===== src/rtl/mpt_pkg.sv =====
`timescale 1ns/1ps
package mpt_pkg;
    localparam int MAX_CORES = 4;
    localparam int DATA_W    = 32;
    localparam int WIN_BYTES = 32;
    localparam int WIN_LSB   = $clog2(WIN_BYTES);
    localparam int CORE_W    = $clog2(MAX_CORES) + 1;
    localparam int ADDR_W    = $clog2((2 + 2 * MAX_CORES) * WIN_BYTES);
    localparam int WIN_W     = ADDR_W - WIN_LSB;
    localparam int IDX_W     = (CORE_W + 1 > WIN_W) ? CORE_W + 1 : WIN_W;

    typedef enum logic [1:0] {
        WK_OWN_TMR,
        WK_OWN_WDG,
        WK_DIRECT
    } win_kind_e;

    typedef enum logic [1:0] {
        REG_RELOAD = 2'd0,
        REG_COUNT  = 2'd1,
        REG_CTRL   = 2'd2,
        REG_STAT   = 2'd3
    } tmr_reg_e;
endpackage


===== src/rtl/mpt_win_decode.sv =====
`timescale 1ns/1ps
module mpt_win_decode
    import mpt_pkg::*;
#(
    parameter int NCORES = 2
) (
    input  logic [CORE_W-1:0] core,
    input  logic [ADDR_W-1:0] addr,
    output logic              fault,
    output logic [IDX_W-1:0]  tgt,
    output tmr_reg_e          reg_sel,
    output logic              reg_hi
);
    localparam logic [CORE_W-1:0] NC_L     = CORE_W'(NCORES);
    localparam logic [WIN_W-1:0]  WIN_LIM  = WIN_W'(2 + 2 * NCORES);

    logic [WIN_W-1:0]   win;
    logic [WIN_LSB-1:0] off;
    win_kind_e          kind;
    logic               bad_tgt;

    assign win     = addr[ADDR_W-1:WIN_LSB];
    assign off     = addr[WIN_LSB-1:0];
    assign reg_hi  = off[4];
    assign reg_sel = tmr_reg_e'(off[3:2]);

    always_comb begin
        if (win == WIN_W'(0))      kind = WK_OWN_TMR;
        else if (win == WIN_W'(1)) kind = WK_OWN_WDG;
        else                       kind = WK_DIRECT;
    end

    always_comb begin
        unique case (kind)
            WK_OWN_TMR: begin
                tgt     = IDX_W'({core, 1'b0});
                bad_tgt = (core >= NC_L);
            end
            WK_OWN_WDG: begin
                tgt     = IDX_W'({core, 1'b1});
                bad_tgt = (core >= NC_L);
            end
            default: begin
                tgt     = IDX_W'(win - WIN_W'(2));
                bad_tgt = (win >= WIN_LIM);
            end
        endcase
        fault = bad_tgt | (off[1:0] != 2'b00);
    end
endmodule


===== src/rtl/mpt_timer_unit.sv =====
`timescale 1ns/1ps
module mpt_timer_unit
    import mpt_pkg::*;
(
    input  logic              clk,
    input  logic              rst_n,
    input  logic              wr_en,
    input  tmr_reg_e          reg_sel,
    input  logic [DATA_W-1:0] wr_data,
    output logic [DATA_W-1:0] rd_data,
    output logic              irq
);
    logic [DATA_W-1:0] reload_q, reload_d, cnt_q, cnt_d;
    logic              run_q, run_d, auto_q, auto_d;
    logic [7:0]        presc_q, presc_d, pre_q, pre_d;
    logic              stat_q, stat_d;
    logic              expire;

    always_comb begin
        reload_d = reload_q;
        cnt_d    = cnt_q;
        run_d    = run_q;
        auto_d   = auto_q;
        presc_d  = presc_q;
        pre_d    = pre_q;
        expire   = 1'b0;

        if (run_q && cnt_q != '0) begin
            if (pre_q == 8'd0) begin
                pre_d = presc_q;
                if (cnt_q == DATA_W'(1)) begin
                    expire = 1'b1;
                    cnt_d  = auto_q ? reload_q : '0;
                end else begin
                    cnt_d = cnt_q - DATA_W'(1);
                end
            end else begin
                pre_d = pre_q - 8'd1;
            end
        end
        stat_d = stat_q | expire;

        if (wr_en) begin
            unique case (reg_sel)
                REG_RELOAD: begin
                    reload_d = wr_data;
                    cnt_d    = wr_data;
                    pre_d    = presc_q;
                end
                REG_COUNT: begin
                    cnt_d = wr_data;
                    pre_d = presc_q;
                end
                REG_CTRL: begin
                    run_d   = wr_data[0];
                    auto_d  = wr_data[1];
                    presc_d = wr_data[15:8];
                    if (!run_q && wr_data[0]) begin
                        pre_d = wr_data[15:8];
                        if (cnt_q == '0 && wr_data[1]) cnt_d = reload_q;
                    end
                end
                REG_STAT: stat_d = expire | (stat_q & ~wr_data[0]);
            endcase
        end
    end

    always_ff @(posedge clk) begin
        if (!rst_n) begin
            reload_q <= '0;
            cnt_q    <= '0;
            run_q    <= 1'b0;
            auto_q   <= 1'b0;
            presc_q  <= '0;
            pre_q    <= '0;
            stat_q   <= 1'b0;
        end else begin
            reload_q <= reload_d;
            cnt_q    <= cnt_d;
            run_q    <= run_d;
            auto_q   <= auto_d;
            presc_q  <= presc_d;
            pre_q    <= pre_d;
            stat_q   <= stat_d;
        end
    end

    always_comb begin
        unique case (reg_sel)
            REG_RELOAD: rd_data = reload_q;
            REG_COUNT:  rd_data = cnt_q;
            REG_CTRL:   rd_data = {16'b0, presc_q, 6'b0, auto_q, run_q};
            REG_STAT:   rd_data = {31'b0, stat_q};
        endcase
    end

    assign irq = stat_q;
endmodule


===== src/rtl/mpt_bank_router.sv =====
`timescale 1ns/1ps
module mpt_bank_router
    import mpt_pkg::*;
#(
    parameter int NCORES = 2
) (
    input  logic                  clk,
    input  logic                  rst_n,
    input  logic                  acc_valid,
    input  logic                  acc_write,
    input  logic [CORE_W-1:0]     acc_core,
    input  logic [ADDR_W-1:0]     acc_addr,
    input  logic [DATA_W-1:0]     acc_wdata,
    output logic                  rsp_valid,
    output logic [DATA_W-1:0]     rsp_rdata,
    output logic                  acc_fault,
    output logic [2*NCORES-1:0]   irq_out
);
    localparam int NINST = 2 * NCORES;

    logic              dec_fault;
    logic [IDX_W-1:0]  dec_tgt;
    tmr_reg_e          dec_reg;
    logic              dec_hi;
    logic              hit;
    logic [DATA_W-1:0] unit_rd [NINST];
    logic [DATA_W-1:0] rd_mux;

    mpt_win_decode #(.NCORES(NCORES)) u_dec (
        .core    (acc_core),
        .addr    (acc_addr),
        .fault   (dec_fault),
        .tgt     (dec_tgt),
        .reg_sel (dec_reg),
        .reg_hi  (dec_hi)
    );

    assign hit = acc_valid && !dec_fault && !dec_hi;

    for (genvar gi = 0; gi < NINST; gi++) begin : g_inst
        mpt_timer_unit u_unit (
            .clk     (clk),
            .rst_n   (rst_n),
            .wr_en   (hit && acc_write && (dec_tgt == IDX_W'(gi))),
            .reg_sel (dec_reg),
            .wr_data (acc_wdata),
            .rd_data (unit_rd[gi]),
            .irq     (irq_out[gi])
        );
    end

    always_comb begin
        rd_mux = '0;
        for (int i = 0; i < NINST; i++) begin
            if (dec_tgt == IDX_W'(i)) rd_mux = unit_rd[i];
        end
    end

    always_ff @(posedge clk) begin
        if (!rst_n) begin
            rsp_valid <= 1'b0;
            rsp_rdata <= '0;
            acc_fault <= 1'b0;
        end else begin
            rsp_valid <= acc_valid && !acc_write;
            rsp_rdata <= (hit && !acc_write) ? rd_mux : '0;
            acc_fault <= acc_valid && dec_fault;
        end
    end
endmodule


===== config.mk =====
export PLATFORM = sky130hd
export DESIGN_NAME = mpt_bank_router
export DESIGN_NICKNAME = d
export VERILOG_FILES = /design/src/rtl/mpt_pkg.sv /design/src/rtl/mpt_win_decode.sv /design/src/rtl/mpt_timer_unit.sv /design/src/rtl/mpt_bank_router.sv
export SDC_FILE = /design/constraint.sdc
export NUM_CORES = 1
export LEC_CHECK = 0
export BUFFER_PORTS_ARGS = -buffer_cell sky130_fd_sc_hd__buf_2
export CELL_PAD_IN_SITES_DETAIL_PLACEMENT = 1
export CELL_PAD_IN_SITES_GLOBAL_PLACEMENT = 2
export CORE_UTILIZATION = 38
export CTS_BUF_LIST = sky130_fd_sc_hd__clkbuf_4 sky130_fd_sc_hd__clkbuf_8
export CTS_CLUSTER_SIZE = 10
export DETAILED_ROUTE_END_ITERATION = 6
export HOLD_SLACK_MARGIN = 0.15
export PLACE_DENSITY = 0.9
export SLEW_MARGIN = 20
export SYNTH_ARGS = -nofsm -noshare
export SYNTH_HDL_FRONTEND = slang
export SYNTH_SLANG_ARGS = --single-unit

===== constraint.sdc =====
create_clock -name clk -period 3.76 [get_ports clk]
set_clock_uncertainty 0.1 [all_clocks]
set_input_delay 0.752 -clock clk [delete_from_list [all_inputs] [get_ports clk]]
set_output_delay 0.752 -clock clk [all_outputs]
set_load 0.01 [all_outputs]

==> impl_metrics.prom <==
# TYPE chip_impl_metric gauge
chip_impl_info{name="status",value="finished clean"} 1
chip_impl_metric{name="yosys_warnings",unit=""} 0
chip_impl_metric{name="pwr-share-comb",unit="%"} 8.0
chip_impl_metric{name="synth-edff-count",unit=""} 0
chip_impl_metric{name="die_h",unit="µm"} 245
chip_impl_metric{name="cts-root-to-sink-buffers",unit=""} 3
chip_impl_info{name="hold_path.class",value="primary input to flop"} 1
chip_impl_metric{name="routed_via_count",unit=""} 27837
chip_impl_metric{name="globalRouteTotalUtil",unit="%"} 41.2
chip_impl_metric{name="grt_pass1_wl",unit="µm"} 184000
chip_impl_metric{name="worstPathArrival",unit="ns"} 3.86
chip_impl_metric{name="total_switching_power",unit="mW"} 2.54
chip_impl_metric{name="synth-async-reset-ratio",unit="%"} 0
chip_impl_metric{name="fmax",unit="MHz"} 293
chip_impl_metric{name="die_area",unit="µm²"} 60100
chip_impl_metric{name="seqPwrFrac",unit="%"} 42.6
chip_impl_metric{name="power_switching_share",unit="%"} 27.9
chip_impl_metric{name="grt_start_max_net_pins",unit=""} 138
chip_impl_metric{name="htree_num_levels",unit=""} 3
chip_impl_metric{name="critical_path.max_fanout",unit=""} 11
chip_impl_info{name="cp_cell_sequence",value="buf_2, a2111oi_2, o2111a_1, o2111ai_1, buf_4, nand2_1, a21boi_1, o22ai_1"} 1
chip_impl_metric{name="power.static_leakage",unit="nW"} 9.24
chip_impl_metric{name="worstSkewPairLatency",unit="ns"} 0.70
chip_impl_info{name="cts_root_buffer",value="clkbuf_8"} 1
chip_impl_metric{name="core_region_area",unit="µm²"} 58000
chip_impl_metric{name="vdd_ir_drop_max",unit="V"} 0.000285
chip_impl_info{name="post-synth-top-area-cell",value="dfxtp_1"} 1
chip_impl_metric{name="finalNetCount",unit=""} 3291
chip_impl_metric{name="buffer_ports.inserted",unit=""} 85
chip_impl_metric{name="synthesis.nets",unit=""} 3206
chip_impl_info{name="synth_common_cells",value="500 x nand2_1, 481 x a21oi_1, 366 x dfxtp_1"} 1
chip_impl_metric{name="reg2reg_depth",unit=""} 8
chip_impl_metric{name="detail_route.drc_violations",unit=""} 0
chip_impl_info{name="timing.critical_path.slowest_stage_cell",value="a21boi_1"} 1
chip_impl_metric{name="routed_wire_length_per_instance",unit="µm"} 31.2
chip_impl_info{name="grt_setup_unrepaired",value="false"} 1
chip_impl_metric{name="timing.final.crit_period",unit="ns"} 3.41
chip_impl_metric{name="grt.overflow.total",unit=""} 0
chip_impl_info{name="r2r-start",value="g_inst[1].u_unit.cnt_q[17]$_SDFF_PN0_"} 1
chip_impl_metric{name="synthesis.area_per_instance",unit="µm²"} 7.14
chip_impl_info{name="ys.flop_type",value="dfxtp_1"} 1
chip_impl_info{name="setup.worst_path.start_class",value="primary input"} 1
chip_impl_metric{name="synth_area",unit="µm²"} 22400
chip_impl_info{name="criticalPathCategory",value="primary input to flop"} 1
chip_impl_metric{name="grt_antenna_before_repair",unit=""} 6
chip_impl_metric{name="dp_hpwl",unit="µm"} 92900
chip_impl_metric{name="sink_count",unit=""} 366
chip_impl_info{name="hold_start",value="acc_write"} 1
chip_impl_metric{name="number_of_instances_on_the_worst_hold_path",unit=""} 2
chip_impl_metric{name="netlist-cell-type-count",unit=""} 82
chip_impl_metric{name="initial_utilization",unit="%"} 38.7
chip_impl_metric{name="worst_pin_slew",unit="ns"} 1.27
chip_impl_metric{name="drv.max_cap_violation_count",unit=""} 0
chip_impl_metric{name="worst_setup_hold_path_clk_slew",unit="ns"} 0.06
chip_impl_metric{name="powerDensity",unit="nW/µm²"} 351
chip_impl_metric{name="setup_violations",unit=""} 0
chip_impl_metric{name="synth_seq_cells",unit=""} 366
chip_impl_metric{name="synthToLayoutAreaGrowth",unit="%"} 15.7
chip_impl_metric{name="hold_buffer_count_at_cts",unit=""} 0
chip_impl_metric{name="place.gp.congestion",unit=""} 1.06
chip_impl_metric{name="global_route.usage.met2",unit="%"} 58.7
chip_impl_metric{name="cp_data_required_time",unit="ns"} 4.21
chip_impl_info{name="worstSetupStartpoint",value="acc_addr[6]"} 1
chip_impl_metric{name="placement_rows",unit=""} 88
chip_impl_metric{name="layout-drive-gt1-share",unit="%"} 13.7
chip_impl_metric{name="report.final.hold_viol_count",unit=""} 0
chip_impl_metric{name="post_cts_resized",unit=""} 0
chip_impl_metric{name="grt_use_met3",unit="%"} 12.1
chip_impl_metric{name="synth-seq-area-share",unit="%"} 32.6
chip_impl_metric{name="report.final.slew_viol_count",unit=""} 0
chip_impl_metric{name="via_density_per_instance",unit=""} 6.88
chip_impl_metric{name="detailedRoute.firstPassIterationCount",unit=""} 6
chip_impl_metric{name="max_stage_delay",unit="ns"} 0.63
chip_impl_metric{name="gr-usage-met1",unit="%"} 53.9
chip_impl_info{name="cts_tree",value="yes"} 1
chip_impl_metric{name="die_x",unit="µm"} 245
chip_impl_metric{name="yosys.area.top_type_share",unit="%"} 32.6
chip_impl_info{name="synthTopCellsByArea",value="dfxtp_1 33%, a21oi_1 11%, nand2_1 8.4%"} 1
chip_impl_metric{name="finish.utilization",unit="%"} 44.8
chip_impl_info{name="globalRoute.busiestLayer",value="met2"} 1
chip_impl_metric{name="floorplan.io_pins",unit=""} 86
chip_impl_metric{name="route.antenna.remaining_nets",unit=""} 0
chip_impl_metric{name="min_period_over_period",unit="%"} 90.7
chip_impl_metric{name="clockPowerShare",unit="%"} 49.5
chip_impl_metric{name="finalHoldWorstSlack",unit="ns"} 0.199
chip_impl_info{name="synth.most_common_cell",value="nand2_1"} 1
chip_impl_metric{name="cts-buffers-inserted",unit=""} 73
chip_impl_info{name="setup.worst_path.end_class",value="flop"} 1
chip_impl_metric{name="cell_internal_pwr",unit="mW"} 6.58
chip_impl_metric{name="timing.max_slew.rel_slack",unit="%"} 15.4
chip_impl_metric{name="via_count_of_the_first_global_routing_pass",unit=""} 26983
chip_impl_metric{name="fin_tns_setup",unit="ns"} 0
chip_impl_metric{name="post_cts.repair.setup_buffers",unit=""} 0
chip_impl_metric{name="dr.first_iter.drc_count",unit=""} 3692
chip_impl_metric{name="wirelength",unit="µm"} 126000
chip_impl_metric{name="netlist_instances",unit=""} 3142
-- metrics by stage --
| step | std cells | total power [mW] | cell area, µm² | worst slack [ns] |
|---|---|---|---|---|
| after floorplan | 3142 | 4.29 | 22400 | 0.530 |
| after global placement | 3917 | 4.64 | 24400 | 0.275 |
| after detailed placement | 3917 | 4.65 | 24400 | 0.0773 |
| after CTS | 4041 | 9.08 | 26000 | 0.521 |
| after global routing | 4043 | 9.29 | 26000 | 0.325 |
| final | 4046 | 9.12 | 26000 | 0.349 |
-- cells in the final DEF (no fill, tap or decap), types with 19 or more instances in the layout --
cell,count
nand4_1,41
buf_2,83
nor3_1,77
o22ai_1,105
inv_1,46
dfxtp_1,366
nor2_1,216
clkbuf_4,22
o21ai_0,226
a31oi_1,44
a221oi_1,27
o211ai_1,22
nand3_1,80
o21a_1,22
a21oi_1,481
nand2_1,500
a211oi_1,20
a22oi_1,88
buf_4,178
clkbuf_8,91
o2bb2ai_1,29
mux2i_1,65
or3_1,22
nor2b_1,43
a221o_1,19
nor4_1,45
-- power by group through the flow --
| stage | registers (mW) | logic [mW] | clock network, mW |
|---|---|---|---|
| 5_1_grt | 3.88 | 0.733 | 4.68 |
| 6_report | 3.88 | 0.726 | 4.51 |
| 3_3_place_gp | 3.97 | 0.678 | 0 |
| 4_1_cts | 3.88 | 0.690 | 4.50 |
| 2_1_floorplan | 3.97 | 0.323 | 0 |
| 3_5_place_dp | 3.97 | 0.688 | 0 |
-- area by class of cell --
class                      instances  area (µm²)
sequential                       366        7330
antenna                            5        12.5
timing repair buffer             273        1990
clock inverter                    11         114
fill                            7257       32000
clock buffer                     113        1420
tap                              765         957
inverter                          47         181
multi-input combinational       2466       14000
-- registers in the layout, summed over array words and instances, names as in the netlist --
| register | count |
|---|---|
| acc_fault | 1 |
| g_inst.u_unit.auto_q | 4 |
| g_inst.u_unit.cnt_q | 128 |
| g_inst.u_unit.irq | 4 |
| g_inst.u_unit.pre_q | 32 |
| g_inst.u_unit.presc_q | 32 |
| g_inst.u_unit.reload_q | 128 |
| g_inst.u_unit.run_q | 4 |
| rsp_rdata | 32 |
| rsp_valid | 1 |
-- worst max-delay path: cells and delay by family --
| family | cells | cell delay [ns] |
|---|---|---|
| AOI/OAI and AO/OA | 5 | 2.38 |
| buffers and inverters | 2 | 0.59 |
| and+or+nand+nor | 1 | 0.13 |
-- final timing paths --
| path | endpoint | slack (ns) |
|---|---|---|
| hold reg to reg | g_inst[2].u_unit.presc_q[7]$_SDFFE_PN0P_ | 0.37 |
| setup reg to reg | g_inst[1].u_unit.cnt_q[31]$_SDFF_PN0_ | 0.44 |
| hold / removal | rsp_valid$_SDFF_PN0_ | 0.20 |
| setup / recovery | g_inst[2].u_unit.cnt_q[6]$_SDFF_PN0_ | 0.35 |
-- per-layer routing --
layer / share of wire (%) / routed length (µm)
met1: 39 / 49800
met2: 41 / 51400
met3: 12 / 15700
met4: 7.3 / 9190
met5: 0.022 / 28
-- cells by family after synthesis --
group | after synthesis | synth area share [%]
AO/OA/AOI/OAI | 1233 | 33.8
AND/OR/NAND/NOR | 1137 | 23.4
multiplexers | 78 | 3.75
flip-flops | 366 | 32.6
buffers and inverters | 310 | 5.47
adder cells (fa/ha/maj) | 16 | 0.892
XOR/XNOR | 2 | 0.0780
No activity file was read; power rests on OpenSTA's default activity.
